$ cat config.mk
export PLATFORM = sky130hd
export DESIGN_NAME = byte_rot_stack
export DESIGN_NICKNAME = d
export VERILOG_FILES = /design/src/rtl/stk_pkg.sv /design/src/rtl/stk_host_if.sv /design/src/rtl/stk_ptr.sv /design/src/rtl/stk_mem.sv /design/src/rtl/byte_rot_stack.sv
export SDC_FILE = /design/constraint.sdc
export NUM_CORES = 1
export LEC_CHECK = 0
export BUFFER_PORTS_ARGS = -buffer_cell sky130_fd_sc_hd__buf_4
export CAP_MARGIN = 5
export CORE_MARGIN = 2
export CORE_UTILIZATION = 40
export DETAILED_ROUTE_END_ITERATION = 8
export PLACE_DENSITY_LB_ADDON = 0.25
export RECOVER_POWER = 25
export SLEW_MARGIN = 20
export SYNTH_ARGS = -nofsm -noshare
export SYNTH_HDL_FRONTEND = slang
export SYNTH_SLANG_ARGS = --single-unit
export TNS_END_PERCENT = 100
$ cat constraint.sdc
create_clock -name clk -period 4.3 [get_ports clk]
set_input_delay 0.86 -clock clk [delete_from_list [all_inputs] [get_ports clk]]
set_output_delay 0.86 -clock clk [all_outputs]
set_load 0.01 [all_outputs]
$ cat src/rtl/stk_pkg.sv
// Package: shared sizes and the ring-index helpers for the byte stack.
// Assumes: ring depth needs no power-of-two restriction; wrap is explicit.
package stk_pkg;

    localparam int unsigned DEF_BYTE_W = 8;
    localparam int unsigned DEF_DEPTH  = 16;

    // Kind of stack action decoded from the host strobes.
    typedef enum logic [1:0] {
        ACT_NONE = 2'b00,
        ACT_PUSH = 2'b01,
        ACT_POP  = 2'b10
    } stk_act_e;

endpackage

$ cat src/rtl/stk_host_if.sv
// Module: stk_host_if
// Turns host strobes into single-cycle push/pop requests. An action fires
// on the cycle a strobe (with chip select and data select low) is seen
// released, so the top byte stays on the bus for the whole read strobe.
// Assumes: host strobes are synchronous to clk; busy holds actions off.
module stk_host_if #(
    parameter int unsigned BYTE_W = 8
) (
    input  logic              clk,
    input  logic              rst_n,
    input  logic              cs_n,
    input  logic              sel_cmd,
    input  logic              wr_n,
    input  logic              rd_n,
    input  logic              busy,
    input  logic [BYTE_W-1:0] wdata,
    output stk_pkg::stk_act_e act,
    output logic [BYTE_W-1:0] push_byte
);
    import stk_pkg::*;

    logic wr_sel, rd_sel;
    logic wr_sel_q, rd_sel_q;
    logic [BYTE_W-1:0] wdata_q;

    assign wr_sel = !cs_n && !sel_cmd && !wr_n;
    assign rd_sel = !cs_n && !sel_cmd && !rd_n;

    // Remember last cycle's selects and the byte held during a write strobe.
    always_ff @(posedge clk) begin
        if (!rst_n) begin
            wr_sel_q <= 1'b0;
            rd_sel_q <= 1'b0;
            wdata_q  <= '0;
        end else begin
            wr_sel_q <= wr_sel;
            rd_sel_q <= rd_sel;
            if (wr_sel) wdata_q <= wdata;
        end
    end

    // Decode the release of a strobe into one action; pushes win a tie.
    always_comb begin
        act = ACT_NONE;
        if (!busy) begin
            if (wr_sel_q && !wr_sel)      act = ACT_PUSH;
            else if (rd_sel_q && !rd_sel) act = ACT_POP;
        end
    end

    assign push_byte = wdata_q;

    AST_ONE_PER_STROBE: assert property (@(posedge clk) disable iff (!rst_n)
        (act != ACT_NONE) |=> (act == ACT_NONE));

endmodule

$ cat src/rtl/stk_ptr.sv
// Module: stk_ptr
// Holds the top-of-stack pointer of the ring. A push moves it one slot
// down (with wrap) and names that slot for the write; a pop moves it up.
// Assumes: at most one action per cycle; reset returns it to slot 0.
module stk_ptr #(
    parameter int unsigned DEPTH = 16,
    localparam int unsigned PTR_W = (DEPTH > 1) ? $clog2(DEPTH) : 1
) (
    input  logic              clk,
    input  logic              rst_n,
    input  stk_pkg::stk_act_e act,
    output logic [PTR_W-1:0]  top_ptr,
    output logic [PTR_W-1:0]  push_slot
);
    import stk_pkg::*;

    localparam logic [PTR_W-1:0] LAST = PTR_W'(DEPTH - 1);

    logic [PTR_W-1:0] up_slot;

    // Neighbour slots of the top with explicit wrap at the ring ends.
    always_comb begin
        push_slot = (top_ptr == '0)   ? LAST : top_ptr - 1'b1;
        up_slot   = (top_ptr == LAST) ? '0   : top_ptr + 1'b1;
    end

    // Move the pointer on each action; reset parks it on slot 0.
    always_ff @(posedge clk) begin
        if (!rst_n)               top_ptr <= '0;
        else if (act == ACT_PUSH) top_ptr <= push_slot;
        else if (act == ACT_POP)  top_ptr <= up_slot;
    end

    AST_PUSH_STEP: assert property (@(posedge clk) disable iff (!rst_n)
        (act == ACT_PUSH) |=> (top_ptr == (($past(top_ptr) == '0) ? LAST
                                           : $past(top_ptr) - 1'b1)));
    AST_IDLE_HOLD: assert property (@(posedge clk) disable iff (!rst_n)
        (act == ACT_NONE) |=> $stable(top_ptr));

endmodule

$ cat src/rtl/stk_mem.sv
// Module: stk_mem
// Byte storage of the ring and the parallel window read by the engine.
// The slot at the pointer lands in the top byte lane, deeper slots below.
// Assumes: storage is never cleared, so reset leaves the contents alone.
module stk_mem #(
    parameter int unsigned BYTE_W    = 8,
    parameter int unsigned DEPTH     = 16,
    parameter int unsigned WIN_BYTES = 8,
    localparam int unsigned PTR_W = (DEPTH > 1) ? $clog2(DEPTH) : 1,
    localparam int unsigned WIN_W = WIN_BYTES * BYTE_W
) (
    input  logic              clk,
    input  logic              rst_n,
    input  stk_pkg::stk_act_e act,
    input  logic [PTR_W-1:0]  top_ptr,
    input  logic [PTR_W-1:0]  push_slot,
    input  logic [BYTE_W-1:0] push_byte,
    output logic [WIN_W-1:0]  win
);
    import stk_pkg::*;

    logic [BYTE_W-1:0] cells [DEPTH];

    // Write the pushed byte into the slot above the old top.
    always_ff @(posedge clk) begin
        if (act == ACT_PUSH) cells[push_slot] <= push_byte;
    end

    // One window lane per byte, each reading the slot i places below top.
    for (genvar i = 0; i < int'(WIN_BYTES); i++) begin : g_lane
        logic [PTR_W-1:0] slot;
        assign slot = PTR_W'((32'(top_ptr) + 32'(i)) % DEPTH);
        assign win[WIN_W-1-i*BYTE_W -: BYTE_W] = cells[slot];
    end

    AST_PUSH_ON_TOP: assert property (@(posedge clk) disable iff (!rst_n)
        (act == ACT_PUSH) |=> (win[WIN_W-1 -: BYTE_W] == $past(push_byte)));

endmodule

$ cat src/rtl/byte_rot_stack.sv
// Module: byte_rot_stack (top)
// Byte-wide circular operand stack with host bus access and a parallel
// window for the arithmetic engine. Pops rotate bytes to the bottom.
// Assumes: status and command paths sit outside; they own sel_cmd=1 reads.
module byte_rot_stack #(
    parameter int unsigned BYTE_W    = stk_pkg::DEF_BYTE_W,
    parameter int unsigned DEPTH     = stk_pkg::DEF_DEPTH,
    parameter int unsigned WIN_BYTES = 8,
    localparam int unsigned PTR_W = (DEPTH > 1) ? $clog2(DEPTH) : 1,
    localparam int unsigned WIN_W = WIN_BYTES * BYTE_W
) (
    input  logic              clk,
    input  logic              rst_n,
    input  logic              cs_n,
    input  logic              sel_cmd,
    input  logic              wr_n,
    input  logic              rd_n,
    input  logic              busy,
    input  logic [BYTE_W-1:0] bus_wdata,
    output logic [BYTE_W-1:0] bus_rdata,
    output logic              bus_oe,
    output logic [WIN_W-1:0]  top_win
);
    import stk_pkg::*;

    stk_act_e          act;
    logic [BYTE_W-1:0] push_byte;
    logic [PTR_W-1:0]  top_ptr;
    logic [PTR_W-1:0]  push_slot;

    stk_host_if #(.BYTE_W(BYTE_W)) u_host (
        .clk(clk), .rst_n(rst_n), .cs_n(cs_n), .sel_cmd(sel_cmd),
        .wr_n(wr_n), .rd_n(rd_n), .busy(busy), .wdata(bus_wdata),
        .act(act), .push_byte(push_byte)
    );

    stk_ptr #(.DEPTH(DEPTH)) u_ptr (
        .clk(clk), .rst_n(rst_n), .act(act),
        .top_ptr(top_ptr), .push_slot(push_slot)
    );

    stk_mem #(.BYTE_W(BYTE_W), .DEPTH(DEPTH), .WIN_BYTES(WIN_BYTES)) u_mem (
        .clk(clk), .rst_n(rst_n), .act(act), .top_ptr(top_ptr),
        .push_slot(push_slot), .push_byte(push_byte), .win(top_win)
    );

    // Host sees the top byte; the bus is driven only under select and read.
    assign bus_rdata = top_win[WIN_W-1 -: BYTE_W];
    assign bus_oe    = !cs_n && !rd_n;

    AST_BUSY_FREEZE: assert property (@(posedge clk) disable iff (!rst_n)
        busy |=> $stable(top_win));

endmodule

**Word level (Yosys, flattened, before mapping)**

Memory sizes are Yosys's and may differ from the RTL's. A register that Yosys moved wholly into a read port is not among the register bits.
Index checks and enable logic that the tools add are counted.

- Equal/unequal tests: 3
- Muxes and demuxes: 11
- Reduce and logical (&&, ||, !) cells: 14
- Add/sub/neg operators: 9

Operators by type and width:

| cell | number |
|---|---|
| $mux W4 | 6 |
| $add A4 B3 Y4 const B | 4 |
| $add A4 B1 Y4 const B | 2 |
| $add A4 B2 Y4 const B | 2 |
| $logic_and A1 B1 Y1 | 6 |
| $logic_not A1 Y1 | 6 |
| $mux W2 | 3 |
| $eq A4 B4 Y1 const B | 1 |
| $logic_not A4 Y1 | 1 |
| $sub A4 B1 Y4 const B | 1 |
| $eq A2 B1 Y1 const B | 1 |
| $eq A2 B2 Y1 const B | 1 |
| $mux W1 | 2 |
| $reduce_bool A2 Y1 | 1 |

- RAM bits: 128
- Register bits: 14
- Word-level logic and storage cells: 42
- Output and inout port bits: 73
- Memories: 1

Memories:

| memory | words | width | read ports | clocked after Yosys merged registers in | wr ports | RTL line | text |
|---|---|---|---|---|---|---|---|
| u_mem.cells | 16 | 8 | 8 | 1 | 1 | stk_mem.sv:22 | `logic [BYTE_W-1:0] cells [DEPTH];` |

**Logic depth before layout (Yosys ltp)**

- Depth after elaboration: 13
- Depth in mapped cells: 12

**Modules after synthesis**

A second synthesis with hierarchy kept.

- Cells, all modules: 536
- Area total of the unflattened synthesis: 9759.4 µm²

Modules (own cells, without submodules):

| module | times used | cells each | area an instance (µm²) | seq. area each (µm²) |
|---|---|---|---|---|
| stk_mem | 1 | 444 | 8958.6 | 3843.7 |
| stk_host_if | 1 | 44 | 410.4 | 200.2 |
| stk_ptr | 1 | 39 | 326.6 | 80.1 |
| byte_rot_stack | 1 | 9 | 63.8 | 0.0 |

**Worst setup path after synthesis**

No wires, ideal clock.

- Path type: register to output
- Start point: register u_ptr.top_ptr[1]
- End point: output port top_win[7]
- Path buffers: 4
- Stages on the path, launching flop included: 9
- Arrival: 3085 ps
- Data required time: 3440 ps
- Slack: 355 ps
- Cell sequence: dfxtp_1 buf_2 buf_1 inv_1 ha_1 buf_2 clkbuf_1 mux4_2 mux4_1

- Longest elaborated chain between the ends: 2

RTL lines:

| element | RTL line | text |
|---|---|---|
| start: declaration | stk_ptr.sv:12 | `output logic [PTR_W-1:0] top_ptr,` |
| start signal: assignment | stk_ptr.sv:30 | `else if (act == ACT_PUSH) top_ptr <= push_slot;` |
| start signal: assignment | stk_ptr.sv:31 | `else if (act == ACT_POP) top_ptr <= up_slot;` |
| $add A4 B3 Y4 | stk_mem.sv:32 | `assign slot = PTR_W'((32'(top_ptr) + 32'(i)) % DEPTH);` |
| $mem_v2 Z16 W8 | n/a |  |
| end: declaration | byte_rot_stack.sv:22 | `output logic [WIN_W-1:0] top_win` |

Every way passes these cells.

**Worst setup path after layout**

- Start point: register u_ptr.top_ptr[1]
- End point: output port top_win[4]

Same word-level chain as after synthesis.

==> out/results.txt <==
status: finished clean
initial DRC count: 740
Die X: 165.1 um
cts repair resizes: 0
final core occ: 48.12%
drc violations: 0
share of layout cells above drive strength 1: 56.25%
Synth Area in Adders: 1.567%
clk_lat worst skew: 0.43 ns
design area: 12,190 um^2
leakage power: 3.983 nW
clock sinks: 146
Setup violations, final: 0
async set or reset register ratio after synthesis: 0%
IO Count: 88
TNS Setup: 0 ns
slew margin rel.: 32.12%
Levels on crit path: 6
Setup CP Type: flop to primary output
worst vdd rail ir drop: 0.2981 mV
main combinational cell family by area after synthesis: multiplexers
most frequent CP cell: mux4_2
Core Box Area: 25,330 um^2
commonest non-fill, non-tap cell in the layout: mux4_2
clock buffer depth: 2
Filler cells: 2,101
Post-CTS Hold Buffers: 0
Main synth FF type: edfxtp_1
CTS Buf Count: 17
clk slew on worst S/H paths: 0.06 ns
RR Startpoint: u_ptr.top_ptr[1]
number of synthesized flops with an enable pin: 128
grt ovf: 0
Max stage delay cell, worst path: dfxtp_2
period utilization: 95.18%
Power Dens Cells: 307.5 nW/um^2
sequential-to-total area share from yosys stat: 40.49%
Seq. cell area: 4210 um^2
startpoint types: flop
Area after DPL: 11,620 um^2
Yosys cell types: 39
worst setup path end: top_win[4]
Cell Chain, Critical Path: inv_1 > ha_4 > buf_12 > mux4_2 > mux4_2 > buf_4
flops & latches, synth: 146
syn_area_per_cell: 18.12 um^2
initial antenna violation count: 0
WP buf/inv: 3
Compound-Gate Fraction of Synth Area: 2.531%
Wirelength per Cell: 29.84 um
Ant. Diodes: 0
WP data required: 3.44 ns
Arr. time, crit path: 3.23 ns
area grow syn2layout: 17.38%
xor and xnor area share after synthesis: 0.9038%
H-tree depth: 4
postcts setup bufs: 0
crit path max fanout: 26
Root Driver: clkbuf_16
Yosys warnings: 0
DRT Wirelength: 30,380 um
Via-to-Cell Ratio: 6.752
final hold vios: 0
Synth Instances: 573
footprint of the multi-input gates: 5846 um^2
Final ANT Viol Nets: 0
die height: 165.1 um
mux cell area share after synthesis: 47.36%
RSZ-0062 raised after global routing: no
GPL Wtd Cong: 0.9084
Die ar.: 27,260 um^2
min Tclk post-route: 4.093 ns
detailed-route via count: 6,874
crit path launch: u_ptr.top_ptr[1]
FP Rows: 58
slowest cell delay on critical path: 0.56 ns
first-pass GRT wire length: 44,410 um
max-cap violations: 0
Clock Skew: 0.01007 ns
post-synthesis simple-gate area fraction: 3.531%
Syn Nets: 601
Worst R2R Setup Slack: 1.12 ns
most frequent cells in the layout: mux4_2 (202), buf_4 (139), edfxtp_1 (128)
Initial Util: 40.99%
PortBufs: 87
crit path capture type: primary output
vias in the first global route: 6,788
Final nets: 703
gr usage total: 23.17%
f_max: 244.3 MHz
worst slew pin tran: 1.018 ns
FF-to-FF End: u_mem.cells[10][4]
CTS tree: done
pin count of the biggest net entering global routing: 58
crit-path leading delay family: multiplexers
Reg2Reg Depth: 8
Min-Delay Path Class: input pin to flop
Pre-Repair DR Iteration Count: 5
Netlist Area Pre-Place: 10,380 um^2
max-slew violation count: 0
Post-DP HPWL: 21,980 um
[layer usage]
metal / vias up / GRT usage, % / routed length, um
met5: - / 0 / 0
met4: 0 / 11.58 / 1407
met3: 78 / 5.844 / 2798
met2: 403 / 37.31 / 15080
met1: 3636 / 29.36 / 11100
li1: 2757 / - / -
[where the power goes]
group / internal, mW / total, mW / switching [mW]
combinational: 0.409 / 0.767 / 0.358
clock: 0.827 / 1.41 / 0.583
sequential: 1.54 / 1.57 / 0.0309
[layout make-up]
type | count | share of cell area, %
well taps | 330 | 3.388
flip-flops and latches | 146 | 34.55
inverters | 5 | 0.1540
multi-input cells | 361 | 47.97
repair buffers | 144 | 9.312
clock inverters | 11 | 0.8522
clock buffers | 21 | 3.778
[synthesized netlist by cell type (2+ instances only)]
cell,number,share of area (%)
a211oi_1,9,0.65
a21oi_1,11,0.53
a31oi_1,8,0.48
and2_1,10,0.60
buf_1,9,0.33
buf_2,23,1.1
buf_4,10,0.72
buf_6,6,0.65
clkbuf_1,12,0.43
dfxtp_1,18,3.5
edfxtp_1,128,37
ha_1,13,1.6
inv_1,5,0.18
mux4_1,14,3.5
mux4_2,202,44
nand2_1,41,1.5
nand3_1,2,0.096
nand3b_1,2,0.14
nor2_1,21,0.76
nor3_1,2,0.096
o211ai_1,2,0.14
o22ai_1,2,0.12
xnor2_1,5,0.42
xnor2_2,2,0.31
xor2_1,2,0.17
[how the worst min path moves through the flow]
| stage | startpoint | endpoint | slack, ns | cells past startpoint |
|---|---|---|---|---|
| CTS | rst_n | u_host.rd_sel_q | 0.67 | 2 |
| floorplan | u_host.push_byte[0] | u_host.push_byte[0] | 0.57 | 2 |
| global placement | u_host.push_byte[1] | u_host.push_byte[1] | 0.63 | 2 |
| global route | rst_n | u_host.rd_sel_q | 0.68 | 2 |
| detailed placement | u_host.push_byte[4] | u_host.push_byte[4] | 0.67 | 2 |
| finish | rst_n | u_host.rd_sel_q | 0.67 | 2 |
[kinds of logic (layout without fill, tap and decap cells)]
| logic type | after synthesis | after routing |
|---|---|---|
| buf+inv | 66 | 181 |
| xor+xnor | 9 | 9 |
| simple gates | 83 | 83 |
| flops | 146 | 146 |
| fa+ha+maj | 13 | 13 |
| compound gates | 40 | 40 |
| mux | 216 | 216 |
[flip-flops by register name, indices dropped and copies added (netlist names), named ones only]
name,count
u_host.push_byte,8
u_host.rd_sel_q,1
u_host.wr_sel_q,1
u_mem.cells,128
u_ptr.top_ptr,4
[metrics by stage]
| stage | hold slack [ns] | worst slack [ns] | std cells | power (mW) |
|---|---|---|---|---|
| after detailed placement | 0.6652 | 0.6349 | 986 | 2.371 |
| after floorplan | 0.5721 | 0.3550 | 573 | 2.073 |
| after CTS | 0.6663 | 0.1707 | 1018 | 3.772 |
| final | 0.6723 | 0.2075 | 1018 | 3.748 |
| after global placement | 0.6325 | 0.6834 | 986 | 2.360 |
| after global routing | 0.6804 | 0.01499 | 1018 | 3.871 |
(Power assumes the default switching activity.)
